$ cat src/rtl/srf_pkg.sv
package srf_pkg;

    typedef enum logic [2:0] {
        ST_OFF   = 3'd0,
        ST_IDLE  = 3'd1,
        ST_ENTRY = 3'd2,
        ST_LIVE  = 3'd3,
        ST_SFU   = 3'd4,
        ST_EXIT  = 3'd5
    } srf_state_e;

    typedef enum logic [1:0] {
        MODE_NONE    = 2'd0,
        MODE_SWTIMER = 2'd1,
        MODE_AUTO    = 2'd2,
        MODE_RSVD    = 2'd3
    } srf_mode_e;

    // Control word, LSB first: enable, entry, single-frame, keep-tx, mode[1:0].
    typedef struct packed {
        logic [1:0] spare;
        srf_mode_e  mode;
        logic       keep_tx;
        logic       sfu;
        logic       entry;
        logic       en;
    } srf_ctl_t;

    localparam int CTL_W = $bits(srf_ctl_t);

    typedef enum logic [2:0] {
        REQ_NONE  = 3'd0,
        REQ_ON    = 3'd1,
        REQ_ENTER = 3'd2,
        REQ_SFU   = 3'd3,
        REQ_EXIT  = 3'd4,
        REQ_OFF   = 3'd5,
        REQ_BAD   = 3'd6
    } srf_req_e;

    function automatic logic srf_mode_ok(srf_mode_e m);
        return (m == MODE_SWTIMER) || (m == MODE_AUTO);
    endfunction

    function automatic logic srf_is_hw_step(srf_state_e st);
        return (st == ST_ENTRY) || (st == ST_EXIT);
    endfunction

    // Classify a control write against the current state.
    function automatic srf_req_e srf_decode(srf_state_e st, srf_ctl_t c, logic off_pend);
        srf_req_e r;
        r = REQ_NONE;
        if (!c.en) begin
            r = (st == ST_OFF) ? REQ_NONE : REQ_OFF;
        end else if (off_pend) begin
            r = REQ_BAD;
        end else begin
            unique case (st)
                ST_OFF:  r = (!c.entry && !c.sfu && c.keep_tx && srf_mode_ok(c.mode))
                             ? REQ_ON : REQ_BAD;
                ST_IDLE: r = c.sfu ? REQ_BAD : (c.entry ? REQ_ENTER : REQ_NONE);
                ST_LIVE: r = !c.entry ? REQ_EXIT : (c.sfu ? REQ_SFU : REQ_NONE);
                default: r = REQ_BAD;
            endcase
        end
        return r;
    endfunction

endpackage

$ cat src/rtl/srf_req_decode.sv
module srf_req_decode
    import srf_pkg::*;
(
    input  logic                 clk,
    input  logic                 rst,
    input  logic                 wr,
    input  logic [CTL_W-1:0]     wdata,
    input  srf_state_e           state,
    input  logic                 off_pend,
    output srf_req_e             req,
    output srf_mode_e            mode_q,
    output logic                 err_q
);
    srf_ctl_t ctl;

    always_comb begin
        ctl = srf_ctl_t'(wdata);
        req = wr ? srf_decode(state, ctl, off_pend) : REQ_NONE;
    end

    always_ff @(posedge clk) begin
        if (rst) begin
            mode_q <= MODE_NONE;
            err_q  <= 1'b0;
        end else begin
            if (req == REQ_ON)
                mode_q <= ctl.mode;
            if (req == REQ_BAD)
                err_q <= 1'b1;
        end
    end
endmodule

$ cat src/rtl/srf_idle_count.sv
module srf_idle_count #(
    parameter int IDLE_W   = 5,
    parameter int IDLE_MIN = 6
) (
    input  logic              clk,
    input  logic              rst,
    input  logic              arm,
    input  logic              frame_stb,
    input  logic              mem_upd,
    input  logic [IDLE_W-1:0] idle_cfg,
    output logic              hit
);
    localparam logic [IDLE_W-1:0] FLOOR = IDLE_W'(IDLE_MIN);

    logic [IDLE_W-1:0] thr;
    logic [IDLE_W-1:0] cnt_q;

    always_comb begin
        thr = (idle_cfg < FLOOR) ? FLOOR : idle_cfg;
        hit = arm && (cnt_q >= thr);
    end

    always_ff @(posedge clk) begin
        if (rst || !arm || mem_upd)
            cnt_q <= '0;
        else if (frame_stb && (cnt_q < thr))
            cnt_q <= cnt_q + 1'b1;
    end
endmodule

$ cat src/rtl/srf_dwell_timer.sv
module srf_dwell_timer #(
    parameter int DWELL = 3
) (
    input  logic clk,
    input  logic rst,
    input  logic busy,
    output logic done
);
    localparam int CW = $clog2(DWELL + 1);
    localparam logic [CW-1:0] LAST = CW'(DWELL - 1);

    logic [CW-1:0] cnt_q;

    assign done = busy && (cnt_q == LAST);

    always_ff @(posedge clk) begin
        if (rst || !busy || done)
            cnt_q <= '0;
        else
            cnt_q <= cnt_q + 1'b1;
    end
endmodule

$ cat src/rtl/srf_state_fsm.sv
module srf_state_fsm
    import srf_pkg::*;
(
    input  logic       clk,
    input  logic       rst,
    input  srf_req_e   req,
    input  logic       mem_upd,
    input  logic       frame_stb,
    input  logic       idle_hit,
    input  logic       dwell_done,
    output srf_state_e state_q,
    output logic       off_pend_q,
    output logic       in_trans_q,
    output logic       wake_q
);
    srf_state_e state_n;
    logic       in_trans_n;
    logic       wake_n;
    logic       off_now;
    logic       off_pend_n;

    always_comb begin
        state_n    = state_q;
        in_trans_n = 1'b0;
        wake_n     = 1'b0;
        off_now    = ((req == REQ_OFF) || off_pend_q) && !in_trans_q;
        unique case (state_q)
            ST_OFF: begin
                if (req == REQ_ON)
                    state_n = ST_IDLE;
            end
            ST_IDLE: begin
                if (off_now)
                    state_n = ST_OFF;
                else if ((req == REQ_ENTER) || idle_hit)
                    state_n = ST_ENTRY;
            end
            ST_ENTRY: begin
                if (dwell_done) begin
                    state_n    = ST_LIVE;
                    in_trans_n = 1'b1;
                end
            end
            ST_LIVE: begin
                if (off_now) begin
                    state_n = ST_OFF;
                end else if (mem_upd || (req == REQ_EXIT)) begin
                    state_n = ST_EXIT;
                    wake_n  = 1'b1;
                end else if (req == REQ_SFU) begin
                    state_n = ST_SFU;
                end
            end
            ST_SFU: begin
                if (mem_upd) begin
                    state_n = ST_EXIT;
                    wake_n  = 1'b1;
                end else if (frame_stb) begin
                    state_n = ST_LIVE;
                end
            end
            ST_EXIT: begin
                if (dwell_done) begin
                    state_n    = ST_IDLE;
                    in_trans_n = 1'b1;
                end
            end
            default: state_n = ST_OFF;
        endcase
        off_pend_n = (off_pend_q || (req == REQ_OFF)) && (state_n != ST_OFF);
    end

    always_ff @(posedge clk) begin
        if (rst) begin
            state_q    <= ST_OFF;
            off_pend_q <= 1'b0;
            in_trans_q <= 1'b0;
            wake_q     <= 1'b0;
        end else begin
            state_q    <= state_n;
            off_pend_q <= off_pend_n;
            in_trans_q <= in_trans_n;
            wake_q     <= wake_n;
        end
    end
endmodule

$ cat src/rtl/srf_sequencer.sv
module srf_sequencer
    import srf_pkg::*;
#(
    parameter int DWELL    = 3,
    parameter int IDLE_W   = 5,
    parameter int IDLE_MIN = 6,
    parameter int LAT_W    = 4
) (
    input  logic               clk,
    input  logic               rst,
    input  logic               ctl_wr,
    input  logic [CTL_W-1:0]   ctl_wdata,
    input  logic               frame_stb,
    input  logic               mem_upd,
    input  logic [IDLE_W-1:0]  idle_cfg,
    input  logic [LAT_W-1:0]   sink_lat,
    input  logic               sink_lat_ok,
    output logic [2:0]         state_o,
    output logic               in_trans_o,
    output logic               wake_req_o,
    output logic               err_o,
    output logic [LAT_W:0]     su_frames_o
);
    srf_req_e   req;
    srf_mode_e  mode_q;
    srf_state_e state_q;
    logic       off_pend;
    logic       idle_hit;
    logic       dwell_done;
    logic       arm;

    assign arm = (state_q == ST_IDLE) && (mode_q == MODE_AUTO);

    srf_req_decode u_dec (
        .clk      (clk),
        .rst      (rst),
        .wr       (ctl_wr),
        .wdata    (ctl_wdata),
        .state    (state_q),
        .off_pend (off_pend),
        .req      (req),
        .mode_q   (mode_q),
        .err_q    (err_o)
    );

    srf_idle_count #(.IDLE_W(IDLE_W), .IDLE_MIN(IDLE_MIN)) u_idle (
        .clk       (clk),
        .rst       (rst),
        .arm       (arm),
        .frame_stb (frame_stb),
        .mem_upd   (mem_upd),
        .idle_cfg  (idle_cfg),
        .hit       (idle_hit)
    );

    srf_dwell_timer #(.DWELL(DWELL)) u_dwell (
        .clk  (clk),
        .rst  (rst),
        .busy (srf_is_hw_step(state_q)),
        .done (dwell_done)
    );

    srf_state_fsm u_fsm (
        .clk        (clk),
        .rst        (rst),
        .req        (req),
        .mem_upd    (mem_upd),
        .frame_stb  (frame_stb),
        .idle_hit   (idle_hit),
        .dwell_done (dwell_done),
        .state_q    (state_q),
        .off_pend_q (off_pend),
        .in_trans_q (in_trans_o),
        .wake_q     (wake_req_o)
    );

    assign state_o = state_q;

    // Frames before selective-update entry: latency + 1, latency 0 when unreadable.
    always_comb begin
        su_frames_o = (sink_lat_ok ? {1'b0, sink_lat} : '0) + 1'b1;
    end
endmodule

$ cat config.mk
export PLATFORM = sky130hd
export DESIGN_NAME = srf_sequencer
export DESIGN_NICKNAME = d
export VERILOG_FILES = /design/src/rtl/srf_pkg.sv /design/src/rtl/srf_req_decode.sv /design/src/rtl/srf_idle_count.sv /design/src/rtl/srf_dwell_timer.sv /design/src/rtl/srf_state_fsm.sv /design/src/rtl/srf_sequencer.sv
export SDC_FILE = /design/constraint.sdc
export NUM_CORES = 1
export LEC_CHECK = 0
export BUFFER_PORTS_ARGS = -buffer_cell sky130_fd_sc_hd__clkbuf_2
export CAP_MARGIN = 20
export CORE_MARGIN = 8
export CORE_UTILIZATION = 56
export DETAILED_ROUTE_END_ITERATION = 10
export HOLD_SLACK_MARGIN = 0.03
export PLACE_DENSITY = 0.85
export SETUP_SLACK_MARGIN = 0.5
export SYNTH_ARGS = -nofsm -noshare
export SYNTH_HDL_FRONTEND = slang
export SYNTH_SLANG_ARGS = --single-unit
$ cat constraint.sdc
create_clock -name clk -period 5.2 [get_ports clk]
set_input_delay 0 -clock clk [delete_from_list [all_inputs] [get_ports clk]]
set_output_delay 0 -clock clk [all_outputs]
set_load 0.1 [all_outputs]
# Word-level counts from Yosys, hierarchy flattened
# Index checks and enable logic that the tools add are counted.
dict set report word_totals {
  regBits 16
  latch_bits 0
  ram_bits 0
  romBits 0
  out_inout_bits 11
  n_memories 0
}
dict set report classes {
  addsub 3
  multipliers 0
  div 0
  n_lt_le_gt_ge 3
  eq_ne 15
  shift 0
  muxes 28
  bitwise 1
  reduce_logical 27
}
# operator n
set ops {}
lappend ops {{2-to-1 mux 3 bit} 17}
lappend ops {{one-hot mux 3 bit (6 select lines)} 1}
lappend ops {{== test 3 bit (second input constant)} 5}
lappend ops {{== test 3 x 2 -> 1 bit (second input constant)} 4}
lappend ops {{logical AND 1 bit} 9}
lappend ops {{logical OR 1 bit} 9}
lappend ops {{one-hot mux 3 bit (3 select lines)} 1}
lappend ops {{== test 2 bit (second input constant)} 3}
lappend ops {{== test 3 x 1 -> 1 bit (second input constant)} 2}
lappend ops {{adder 4 x 1 -> 5 bit (second input constant)} 1}
lappend ops {{adder 5 x 1 -> 5 bit (second input constant)} 1}
lappend ops {{>= comparator 5 bit} 1}
lappend ops {{zero test 1 bit} 5}
lappend ops {{< comparator 5 x 3 -> 1 bit (second input constant)} 1}
lappend ops {{< comparator 5 bit} 1}
lappend ops {{2-to-1 mux 5 bit} 1}
lappend ops {{2-to-1 mux 1 bit} 4}
lappend ops {{2-to-1 mux 2 bit} 2}
lappend ops {{2-to-1 mux 4 bit} 1}
lappend ops {{OR reduction 2 bit} 2}
lappend ops {{zero test 3 bit} 1}
lappend ops {{nonzero test 3 bit} 1}
lappend ops {{adder 2 x 1 -> 2 bit (second input constant)} 1}
lappend ops {{== test 2 x 1 -> 1 bit (second input constant)} 1}
lappend ops {{other kinds (2)} 2}

# Logic depth before layout (Yosys ltp)
# Gate-level depths: netlist (run 1).
dict set report logic_depth {
  depth_word 16
  depth_mapped 9
  mapped_depth_nobuf 9
}

# Hierarchy
# From an unflattened synthesis (run 1), not the netlist that was laid out.
dict set report unflattened {
  cells_unflattened 168
  area_unflattened_um2 1298.7
}
# mod instances cells_each area_each_um2
set by_module_without_submodules {}
lappend by_module_without_submodules {srf_idle_count 1 51 414.1}
lappend by_module_without_submodules {srf_state_fsm 1 53 409.1}
lappend by_module_without_submodules {srf_req_decode 1 40 286.5}
lappend by_module_without_submodules {srf_sequencer 1 17 107.6}
lappend by_module_without_submodules {srf_dwell_timer 1 7 81.3}

# Worst setup path after synthesis (run 1)
# OpenSTA, ideal clock, no wires.
dict set report synth_path {
  path_kind {input port to output port}
  startpoint {input port sink_lat_ok}
  endpoint {output port su_frames_o[2]}
  arrival_ps 2569
  required_time_ps 5200
  path_slack_ps 2631
  stages 4
  n_path_buf 0
  path_cell_list {nand2_1 inv_1 ha_1 xnor2_1}
}
dict set report synth_via {
  elab_chain_len 2
}
# item line
set synth_lines {}
lappend synth_lines {{start: declaration} srf_sequencer.sv:17} ;# input logic sink_lat_ok,
lappend synth_lines {{2-to-1 mux 4 bit} srf_sequencer.sv:81} ;# su_frames_o = (sink_lat_ok ? {1'b0, sink_lat} : '0) + 1'b1;
lappend synth_lines {{adder 4 x 1 -> 5 bit} srf_sequencer.sv:81}
lappend synth_lines {{end: declaration} srf_sequencer.sv:22} ;# output logic [LAT_W:0] su_frames_o
# No other way between the ends.

# Final worst setup path (run 1)
dict set report layout_path {
  startpoint {register u_fsm.state_q[0]}
  endpoint {register u_dec.mode_q[0]}
}
dict set report layout_via {
  elab_chain_len 6
}
# item line
set layout_lines {}
lappend layout_lines {{start: declaration} srf_state_fsm.sv:11} ;# output srf_state_e state_q,
lappend layout_lines {{start signal: assignment} srf_state_fsm.sv:80} ;# state_q <= state_n;
lappend layout_lines {{== test 3 x 2 -> 1 bit (tied with other cells)} srf_pkg.sv:58} ;# unique case (st)
lappend layout_lines {{one-hot mux 3 bit (3 select lines)} srf_pkg.sv:58}
lappend layout_lines {{2-to-1 mux 3 bit} srf_pkg.sv:55} ;# end else if (off_pend) begin
lappend layout_lines {{2-to-1 mux 3 bit (*)} srf_pkg.sv:53} ;# if (!c.en) begin
lappend layout_lines {{2-to-1 mux 3 bit (*)} srf_req_decode.sv:18} ;# req = wr ? srf_decode(state, ctl, off_pend) : REQ_NONE;
lappend layout_lines {{== test 3 x 1 -> 1 bit (*)} srf_req_decode.sv:26} ;# if (req == REQ_ON)
lappend layout_lines {{end signal: assignment} srf_req_decode.sv:27} ;# mode_q <= ctl.mode;
lappend layout_lines {{end: declaration} srf_req_decode.sv:11} ;# output srf_mode_e mode_q,
# Mark *: on every way between the ends. The rest lies on a longest branch, timed or not.
# A chain may end at the register's enable or synchronous reset.

==> results of run 1 <==
-- what timing repair did --
| action | CTS | global route |
|---|---|---|
| setup buffers | 0 | 0 |
| endpoints found under the hold margin | 5 | 0 |
| hold buffers | 5 | 0 |
| resized for setup | 0 | 0 |
-- synth_stat cells (2+ instances only) --
| cell type | number |
|---|---|
| clkbuf_1 | 3 |
| a21boi_0 | 2 |
| xor2_1 | 4 |
| a21oi_2 | 3 |
| buf_6 | 2 |
| inv_1 | 9 |
| a31oi_1 | 3 |
| nand4_1 | 3 |
| nand2_1 | 11 |
| xnor2_1 | 4 |
| dfxtp_1 | 16 |
| o21ai_0 | 5 |
| nor2_1 | 21 |
| ha_1 | 8 |
| a21bo_2 | 2 |
| nor2b_1 | 2 |
| and2_1 | 2 |
| nand2b_1 | 5 |
| nor3_1 | 7 |
| a21oi_1 | 12 |
| or3_1 | 2 |
| mux2i_1 | 3 |
| nand3_1 | 2 |
| a211oi_1 | 2 |
-- sequential cells by signal (all words and copies together), names as in the netlist --
register,cells
u_dec.err_q,1
u_dec.mode_q,2
u_dwell.cnt_q,2
u_fsm.in_trans_q,1
u_fsm.off_pend_q,1
u_fsm.state_q,3
u_fsm.wake_q,1
u_idle.cnt_q,5
-- how the worst max path moves through the flow --
| stage | start | to | cells past startpoint |
|---|---|---|---|
| after floorplan | sink_lat_ok | su_frames_o[2] | 4 |
| after global placement | u_fsm.state_q[1] | u_fsm.state_q[0] | 6 |
| after detailed placement | u_fsm.state_q[1] | u_fsm.state_q[1] | 6 |
| after CTS | u_fsm.state_q[1] | u_dec.mode_q[0] | 6 |
| after global routing | u_fsm.state_q[1] | u_fsm.state_q[1] | 6 |
| final | u_fsm.state_q[0] | u_dec.mode_q[0] | 6 |
-- per-layer routing --
layer | vias up | global-route usage | wire length, um
met5 | - | 0 | 0
met4 | 0 | 0.07692 | 53
met3 | 7 | 0.03534 | 182
met2 | 39 | 0.2804 | 1629
met1 | 594 | 0.1540 | 1252
li1 | 641 | - | -
-- logic make-up after synthesis --
| kind of cell | share of synthesized area |
|---|---|
| AO/OA/AOI/OAI | 0.2352 |
| XOR/XNOR | 0.05628 |
| adder cells (fa/ha/maj) | 0.08041 |
| buffers and inverters | 0.06130 |
| flip-flops | 0.2573 |
| multiplexers | 0.02412 |
| AND/OR/NAND/NOR | 0.2854 |
-- worst register-to-register path: cells and delay by family, from the launching register on --
| kind | cells | cell delay (ns) |
|---|---|---|
| buffers and inverters | 1 | 0.55 |
| multiplexers | 1 | 0.21 |
| flip-flops | 1 | 0.68 |
| AND/OR/NAND/NOR | 4 | 0.56 |
-- area by class of cell --
cell class	instances	area (um2)	area share
tap	28	35.03	0.02363
inverter	10	37.54	0.02532
sequential	16	320.3	0.2160
multi-input combinational	126	848.3	0.5722
clock buffer	4	36.28	0.02447
timing repair buffer	36	205.2	0.1384
-- through the flow --
step,util,instances
final,0.6902,220
after global routing,0.6902,220
after CTS,0.6902,220
after detailed placement,0.6500,211
after global placement,0.6500,211
after floorplan,-,158
-- placed cells by master (no fill, tap or decap), types with 4 or more instances in the layout --
cell type,Yosys,routed
a21oi_1,12,12
clkbuf_2,0,31
dfxtp_1,16,16
dlygate4sd3_1,0,5
ha_1,8,8
inv_1,9,9
nand2_1,11,11
nand2b_1,5,5
nor2_1,21,21
nor3_1,7,7
o21ai_0,5,5
xnor2_1,4,4
xor2_1,4,4
-- power by group --
group / leakage, nW / total [mW] / internal [mW] / switching, mW
logic: 0.504 / 0.0623 / 0.0199 / 0.0425
registers: 0.129 / 0.123 / 0.123 / 0.000228
clock network: 0.0210 / 0.0855 / 0.0427 / 0.0428
==> impl_metrics.yaml, run 1 <==
run_status:
  outcome: "finished clean"
place:
  place_ws_ns: 3.159
  place_congestion: 0.8994
  dp_hpwl_um: 2467
  port_buffers: 31
  dpl_cell_area_um2: 1396
sta:
  slew_headroom: 0.6250
  grt_setup_unrepaired: "no"
  finalCritPeriodShare: 0.4055
  worstMarginPinSlew_ns: 0.5618
  max_freq_mhz: 474.3
  setup_viol: 0
  timing.hold.ws_ns: 0.03359
  hold_viol: 0
  tns_ns: 0
  min_period_ns: 2.108
  finalWorstSetupSlack_ns: 3.092
  fin_skew_ns: 0.003977
  slew_violations: 0
hold_path:
  hp-class: "in2reg"
  hold_path.startpoint: "ctl_wr"
  whs_path_depth: 3
  worst_hold_path.endpoint: "u_dec.err_q"
logic_synthesis:
  synthFlopType: "dfxtp_1"
  synthTopCellsByArea: "dfxtp_1, ha_1, nor2_1"
  avgSynthCellArea_um2: 7.879
  synth_seq_area_share: 0.2573
  synth_enable_flop_cells: 0
  yosys_warnings: 0
  syn_area_um2: 1245
  synthCells: 158
  synth.largest_area_cell: "dfxtp_1"
  synth_nets: 189
  ys_async_sr_fraction: 0
  synth_seq_cells: 16
  yosysTopAreaCellShare: 0.2573
  synth.distinct_cells: 49
worst_setup_path:
  slowest_delay_ns: 0.68
  reg2reg_depth: 6
  crit_arrival_ns: 2.30
  r2r-start: "u_fsm.state_q[0]"
  path_cells: "nor2_1 > nand3_2 > nand2b_1 > mux2i_1 > nor2_1 > dlygate4sd3_1"
  cp_common_cell: "nor2_1"
  crit_slowest_cell: "dfxtp_1"
  cp_max_fo: 18
  worstPathRequired_ns: 5.39
  worst-path-buf-inv: 1
  critPathKind: "reg2reg"
  r2r_end: "u_dec.mode_q[0]"
  start_kind: "flop"
  endpoint_kind: "flop"
  r2r_slack_ns: 3.09
  critical-path-top-delay-family: "flip-flops"
job:
  cap_viol_max_count: 0
die:
  std_cell_rows: 17
  core_um2: 2148
  die_w_um: 63.15
  start_util: 0.5795
  ioPinCount: 34
  die_y_um: 63.15
  dieArea_um2: 3988
global_route:
  antenna_found_initial: 0
  grt_use_total: 0.1516
  grt_pass1_vias: 1236
  grt_pass1_wl_um: 5154
  grt_start_max_net_pins: 21
  grt-ovfl-total: 0
layout:
  n_fill_cell: 178
  area_delta_synth_final_pct: 19.10
  final_layout_size_suffix_gt1_frac: 0.2292
  design_area_um2: 1483
  antenna_cells: 0
  fin_nets: 224
power_and_ir_drop:
  powerDensity_nw_per_um2: 182.8
  power.leakage_nw: 0.6541
  total_power_mw: 0.2710
  ir_worst_vdd_uv: 154.1
cts:
  cts_buffers: 3
  htree_levels: 1
  clock_path_buffers: 2
  cts.sinks: 16
  cts_tree: "built"
  cts_root_buf: "clkbuf_4"
  clk_pin_slew_ns: 0.10
  clk_latency_ns: 0.30
drt:
  firstDrtPassIters: 4
  ant_nets: 0
  drc: 0
  wl_um: 3118
  via_per_inst: 5.823
  drtIter0Drc: 74
  vias: 1281
  wl_per_cell_um: 14.17
Power figures use the tool's default switching activity.
==> inputs of run 2 (changes only) <==
--- a/config.mk
+++ b/config.mk
@@ -8,10 +8,10 @@
 export BUFFER_PORTS_ARGS = -buffer_cell sky130_fd_sc_hd__clkbuf_2
 export CAP_MARGIN = 20
 export CORE_MARGIN = 8
-export CORE_UTILIZATION = 56
+export CORE_UTILIZATION = 52
 export DETAILED_ROUTE_END_ITERATION = 10
 export HOLD_SLACK_MARGIN = 0.03
-export PLACE_DENSITY = 0.85
+export PLACE_DENSITY = 0.79
 export SETUP_SLACK_MARGIN = 0.5
 export SYNTH_ARGS = -nofsm -noshare
 export SYNTH_HDL_FRONTEND = slang
==> constraint.sdc (replaced) <==
create_clock -name clk -period 2.1 [get_ports clk]
set_input_delay 0 -clock clk [delete_from_list [all_inputs] [get_ports clk]]
set_output_delay 0 -clock clk [all_outputs]
set_load 0.1 [all_outputs]
==> impl_metrics.yaml, run 2 (synthesis gave the netlist of run 1 again) <==
die:
  std_cell_rows: 17
  dieArea_um2: 4216
  die_w_um: 64.93
  die_y_um: 64.93
  start_util: 0.5574
  ioPinCount: 34
  core_um2: 2233
drt:
  wl_um: 3700
  wl_per_cell_um: 15.81
  drtIter0Drc: 133
  via_per_inst: 5.906
  vias: 1382
  firstDrtPassIters: 4
  ant_nets: 0
  drc: 0
sta:
  tns_ns: 0
  fin_skew_ns: 0.001411
  slew_headroom: 0.6362
  grt_setup_unrepaired: "yes"
  min_period_ns: 1.767
  hold_viol: 0
  max_freq_mhz: 566.0
  finalCritPeriodShare: 0.8413
  slew_violations: 0
  worstMarginPinSlew_ns: 0.5480
  setup_viol: 0
layout:
  antenna_cells: 0
  n_fill_cell: 155
  seq_area_um2: 341.6
  area_delta_synth_final_pct: 41.71
  largest_reg_flops: 5
  fin_cells: 234
  fin_nets: 238
  multi_input_area_um2: 1003
  largestRegisters: "u_idle.cnt_q (5), u_fsm.state_q (3)"
  largest-register: "u_idle.cnt_q"
  final_common_cell: "clkbuf_2"
  final_cell_mix: "clkbuf_2, nor2_1, a21oi_1, buf_4"
  final_layout_size_suffix_gt1_frac: 0.4126
cts:
  cts.sinks: 16
  htree_levels: 1
  cts_root_buf: "clkbuf_4"
  clock_path_buffers: 2
  cts_tree: "built"
  clk_pin_slew_ns: 0.10
  cts_buffers: 3
  clk_latency_ns: 0.29
global_route:
  grt_pass1_wl_um: 6120
  grt_use_total: 0.1722
  antenna_found_initial: 0
  grt_start_max_net_pins: 11
  grt-ovfl-total: 0
  grt_pass1_vias: 1382
power_and_ir_drop:
  total_power_mw: 0.6540
  clkPwrFrac: 0.266
  pwr-share-comb: 0.278
  intPower_mw: 0.4318
  powerDensity_nw_per_um2: 370.7
  ir_worst_vdd_uv: 476.7
  seqPwrFrac: 0.456
  power.leakage_nw: 0.7469
  p_sw_mw: 0.2222
  sw_frac_of_total: 0.3398
worst_setup_path:
  critPathKind: "reg2reg"
  start_kind: "flop"
  crit_arrival_ns: 1.96
  worstPathRequired_ns: 2.29
  endpoint_kind: "flop"
  cp_max_fo: 7
place:
  dp_hpwl_um: 2556
  port_buffers: 31
  place_inst: 212
  place_congestion: 0.8663
hold_path:
  hp-class: "in2reg"
job:
  cap_viol_max_count: 0
run_status:
  outcome: "finished clean"
==> run 2: changes by cell type in the layout (fill, tap and decap cells not counted), moves of 3 or more <==
cell	before	now
nor2_1	21	17
nor2_4	0	3
dfxtp_1	16	9
buf_4	0	10
buf_6	0	4
dfxtp_4	0	5
==> run 2: worst max-delay path, cell delays in order (launching register included) <==
cell	delay, ns
dfxtp_4	0.39
buf_4	0.16
nand4bb_1	0.24
nor2_1	0.20
a31oi_1	0.17
a21bo_2	0.25
a31oi_1	0.20
nor2_1	0.07
==> run 2: worst paths after layout <==
check | start | end | slack [ns] | cells after the start
setup / recovery | u_fsm.state_q[2] | u_fsm.state_q[1] | 0.33 | 7
hold / removal | ctl_wr | u_dec.err_q | 0.05 | 3
setup reg to reg | u_fsm.state_q[2] | u_fsm.state_q[1] | 0.33 | 7
hold reg to reg | u_dwell.cnt_q[0] | u_dwell.cnt_q[0] | 0.43 | 1
==> run 2: power by group through the flow <==
stage	Combinational (mW)	Clock (mW)	Sequential, mW
after floorplan	0.113	0	0.313
after global placement	0.155	0	0.308
after detailed placement	0.160	0	0.308
after CTS	0.175	0.172	0.299
after global routing	0.194	0.188	0.298
final	0.182	0.174	0.298
==> run 2: layout make-up <==
type                    instances  share of cell area
clock buffers                   3             0.01277
multi-input cells             126              0.5688
repair buffers                 50              0.1816
inverters                      10             0.02128
well taps                      28             0.01986
clock inverters                 1            0.002128
flip-flops and latches         16              0.1936
==> run 2: layer usage <==
layer  vias to the layer above  share of wire  track usage
li1                        673              -            -
met3                         2          0.066      0.03780
met4                         0         0.0068      0.04632
met2                        51           0.53       0.3242
met5                         -              0            0
met1                       656           0.40       0.1876
==> run 2: metrics by stage <==
stage               cell area, um2    util  hold WS, ns  worst slack [ns]
finish                        1764  0.7899      0.04631            0.3333
CTS                           1712  0.7664      0.05204            0.3837
detailed placement            1500  0.6717       0.2788            0.2608
global route                  1764  0.7899      0.06124            0.2591
floorplan                     1358       -       0.1439            0.2291
global placement              1500  0.6717       0.2635            0.2998
==> run 2: repair_timing <==
item	4_1_cts	5_1_grt
hold buffers	4	0
endpoints found under the setup margin	9	9
pin swaps	13	10
buffers inserted	12	2
gates cloned	0	0
hold endpoints to repair	3	0
gates resized for setup	16	9
==> inputs of run 3 (changes only) <==
--- a/config.mk
+++ b/config.mk
@@ -8,10 +8,10 @@
 export BUFFER_PORTS_ARGS = -buffer_cell sky130_fd_sc_hd__clkbuf_2
 export CAP_MARGIN = 20
 export CORE_MARGIN = 8
-export CORE_UTILIZATION = 52
+export CORE_UTILIZATION = 47
 export DETAILED_ROUTE_END_ITERATION = 10
 export HOLD_SLACK_MARGIN = 0.03
-export PLACE_DENSITY = 0.79
+export PLACE_DENSITY = 0.76
 export SETUP_SLACK_MARGIN = 0.5
 export SYNTH_ARGS = -nofsm -noshare
 export SYNTH_HDL_FRONTEND = slang
==> constraint.sdc (replaced) <==
create_clock -name clk -period 1.6 [get_ports clk]
set_input_delay 0 -clock clk [delete_from_list [all_inputs] [get_ports clk]]
set_output_delay 0 -clock clk [all_outputs]
set_load 0.1 [all_outputs]
==> impl_metrics.yaml, run 3 (synthesis gave the netlist of run 1 again) <==
hold_path:
  hp-class: "in2reg"
  hold_path.startpoint: "rst"
  whs_path_depth: 3
  worst_hold_path.endpoint: "u_fsm.off_pend_q"
layout:
  area_delta_synth_final_pct: 64.12
  antenna_cells: 0
  fin_util: 0.8173
  fin_cells: 249
  largest-register: "u_idle.cnt_q"
  final_cell_mix: "clkbuf_2, buf_4, nor2_1"
  largest_reg_flops: 5
  n_fill_cell: 149
  final_layout_size_suffix_gt1_frac: 0.5114
  fin_nets: 251
  largestRegisters: "u_idle.cnt_q (5), u_fsm.state_q (3)"
  final_common_cell: "clkbuf_2"
power_and_ir_drop:
  power.leakage_nw: 0.8428
  ir_worst_vdd_uv: 515.7
  total_power_mw: 0.9067
  powerDensity_nw_per_um2: 443.8
drt:
  via_per_inst: 5.908
  drtIter0Drc: 118
  wl_um: 4147
  drc: 0
  vias: 1471
  ant_nets: 0
  wl_per_cell_um: 16.65
  firstDrtPassIters: 4
die:
  die_y_um: 67.47
  die_w_um: 67.47
  core_um2: 2500
  start_util: 0.4980
  ioPinCount: 34
  std_cell_rows: 18
  dieArea_um2: 4552
cts:
  cts_tree: "built"
  cts_buffers: 3
  cts_root_buf: "clkbuf_4"
  htree_levels: 1
  clk_pin_slew_ns: 0.10
  clock_path_buffers: 2
  clk_latency_ns: 0.28
  cts.sinks: 16
place:
  place_congestion: 0.8934
  place_inst: 235
  port_buffers: 31
  dp_hpwl_um: 2852
  place_ws_ns: -0.1380
global_route:
  antenna_found_initial: 0
  grt_pass1_wl_um: 6568
  grt_start_max_net_pins: 13
  grt-ovfl-total: 0
  grt_pass1_vias: 1502
  grt_use_total: 0.1803
sta:
  worstMarginPinSlew_ns: 0.5443
  finalWorstSetupSlack_ns: -0.1345
  max_freq_mhz: 576.5
  hold_viol: 0
  finalCritPeriodShare: 1.084
  tns_ns: -0.4055
  fin_skew_ns: 0.001242
  min_period_ns: 1.734
  grt_setup_unrepaired: "yes"
  slew_headroom: 0.6387
  slew_violations: 0
  setup_viol: 4
worst_setup_path:
  r2r_slack_ns: -0.13
  worstPathRequired_ns: 1.82
  path_cells: "or3_4 > a21oi_4 > nor3_2 > a221o_1 > a21bo_1 > a21oi_2"
  reg2reg_depth: 6
  r2r_end: "u_fsm.state_q[0]"
  critPathKind: "reg2reg"
  r2r-start: "u_fsm.state_q[2]"
  cp_max_fo: 5
  endpoint_kind: "flop"
  crit_slowest_cell: "or3_4"
  crit_arrival_ns: 1.96
  slowest_delay_ns: 0.41
  start_kind: "flop"
run_status:
  violations: "negative setup slack"
  outcome: "complete, but fails checks"
job:
  cap_viol_max_count: 0
-- run 3: cell types whose count changed in the layout (fill, tap and decap cells not counted), sizes merged --
cell / delta
clkinv: -1
clkbuf: -1
buf: +14
dlygate4sd3: +1
-- run 3: per-stage QoR --
stage,instance area [um2],hold WS [ns]
2_1_floorplan,1398,0.1108
3_3_place_gp,1703,0.2656
3_5_place_dp,1703,0.2926
4_1_cts,1982,0.03987
5_1_grt,2043,0.07584
6_report,2043,0.04475
-- run 3: cell type report --
| cell class | count | area [um2] | share of cell area |
|---|---|---|---|
| well taps | 30 | 37.54 | 0.01837 |
| multi-input cells | 126 | 1121 | 0.5487 |
| inverters | 10 | 37.54 | 0.01837 |
| flip-flops and latches | 16 | 335.3 | 0.1641 |
| clock buffers | 4 | 26.28 | 0.01286 |
| repair buffers | 63 | 485.5 | 0.2376 |
-- run 3: layer usage --
layer | share of wire | global-route usage
met5 | 0 | 0
met4 | 0.029 | 0.06789
met3 | 0.081 | 0.03311
met2 | 0.50 | 0.3325
met1 | 0.39 | 0.1987
-- run 3: worst max path at each step --
| stage | cells after the start | end | slack (ns) | from |
|---|---|---|---|---|
| finish | 6 | u_fsm.state_q[0] | -0.13 | u_fsm.state_q[2] |
| global route | 6 | u_fsm.state_q[0] | -0.16 | u_fsm.state_q[1] |
| CTS | 6 | u_fsm.state_q[0] | -0.09 | u_fsm.state_q[2] |
| detailed placement | 8 | u_fsm.state_q[0] | -0.14 | u_idle.cnt_q[0] |
| global placement | 5 | u_fsm.state_q[0] | -0.08 | u_fsm.state_q[0] |
| floorplan | 7 | u_fsm.state_q[0] | -0.27 | u_fsm.state_q[1] |
-- run 3: repair_timing --
item | CTS | global route
resized for setup | 38 | 12
endpoints found under the hold margin | 3 | 0
setup endpoints to repair | 21 | 18
pin swaps | 16 | 7
hold buffers | 5 | 0
buffers inserted | 4 | 1
-- run 3: where the power goes --
group	internal, mW	switching (mW)	leakage [nW]
logic	0.114	0.172	0.695
clock network	0.0968	0.130	0.0150
registers	0.394	0.000907	0.133
-- run 3: critical path: cells and delay by family (launching register included) --
kind             cells  cell delay, ns
AO/OA/AOI/OAI        4            0.80
AND/OR/NAND/NOR      2            0.49
flip-flops           1            0.38
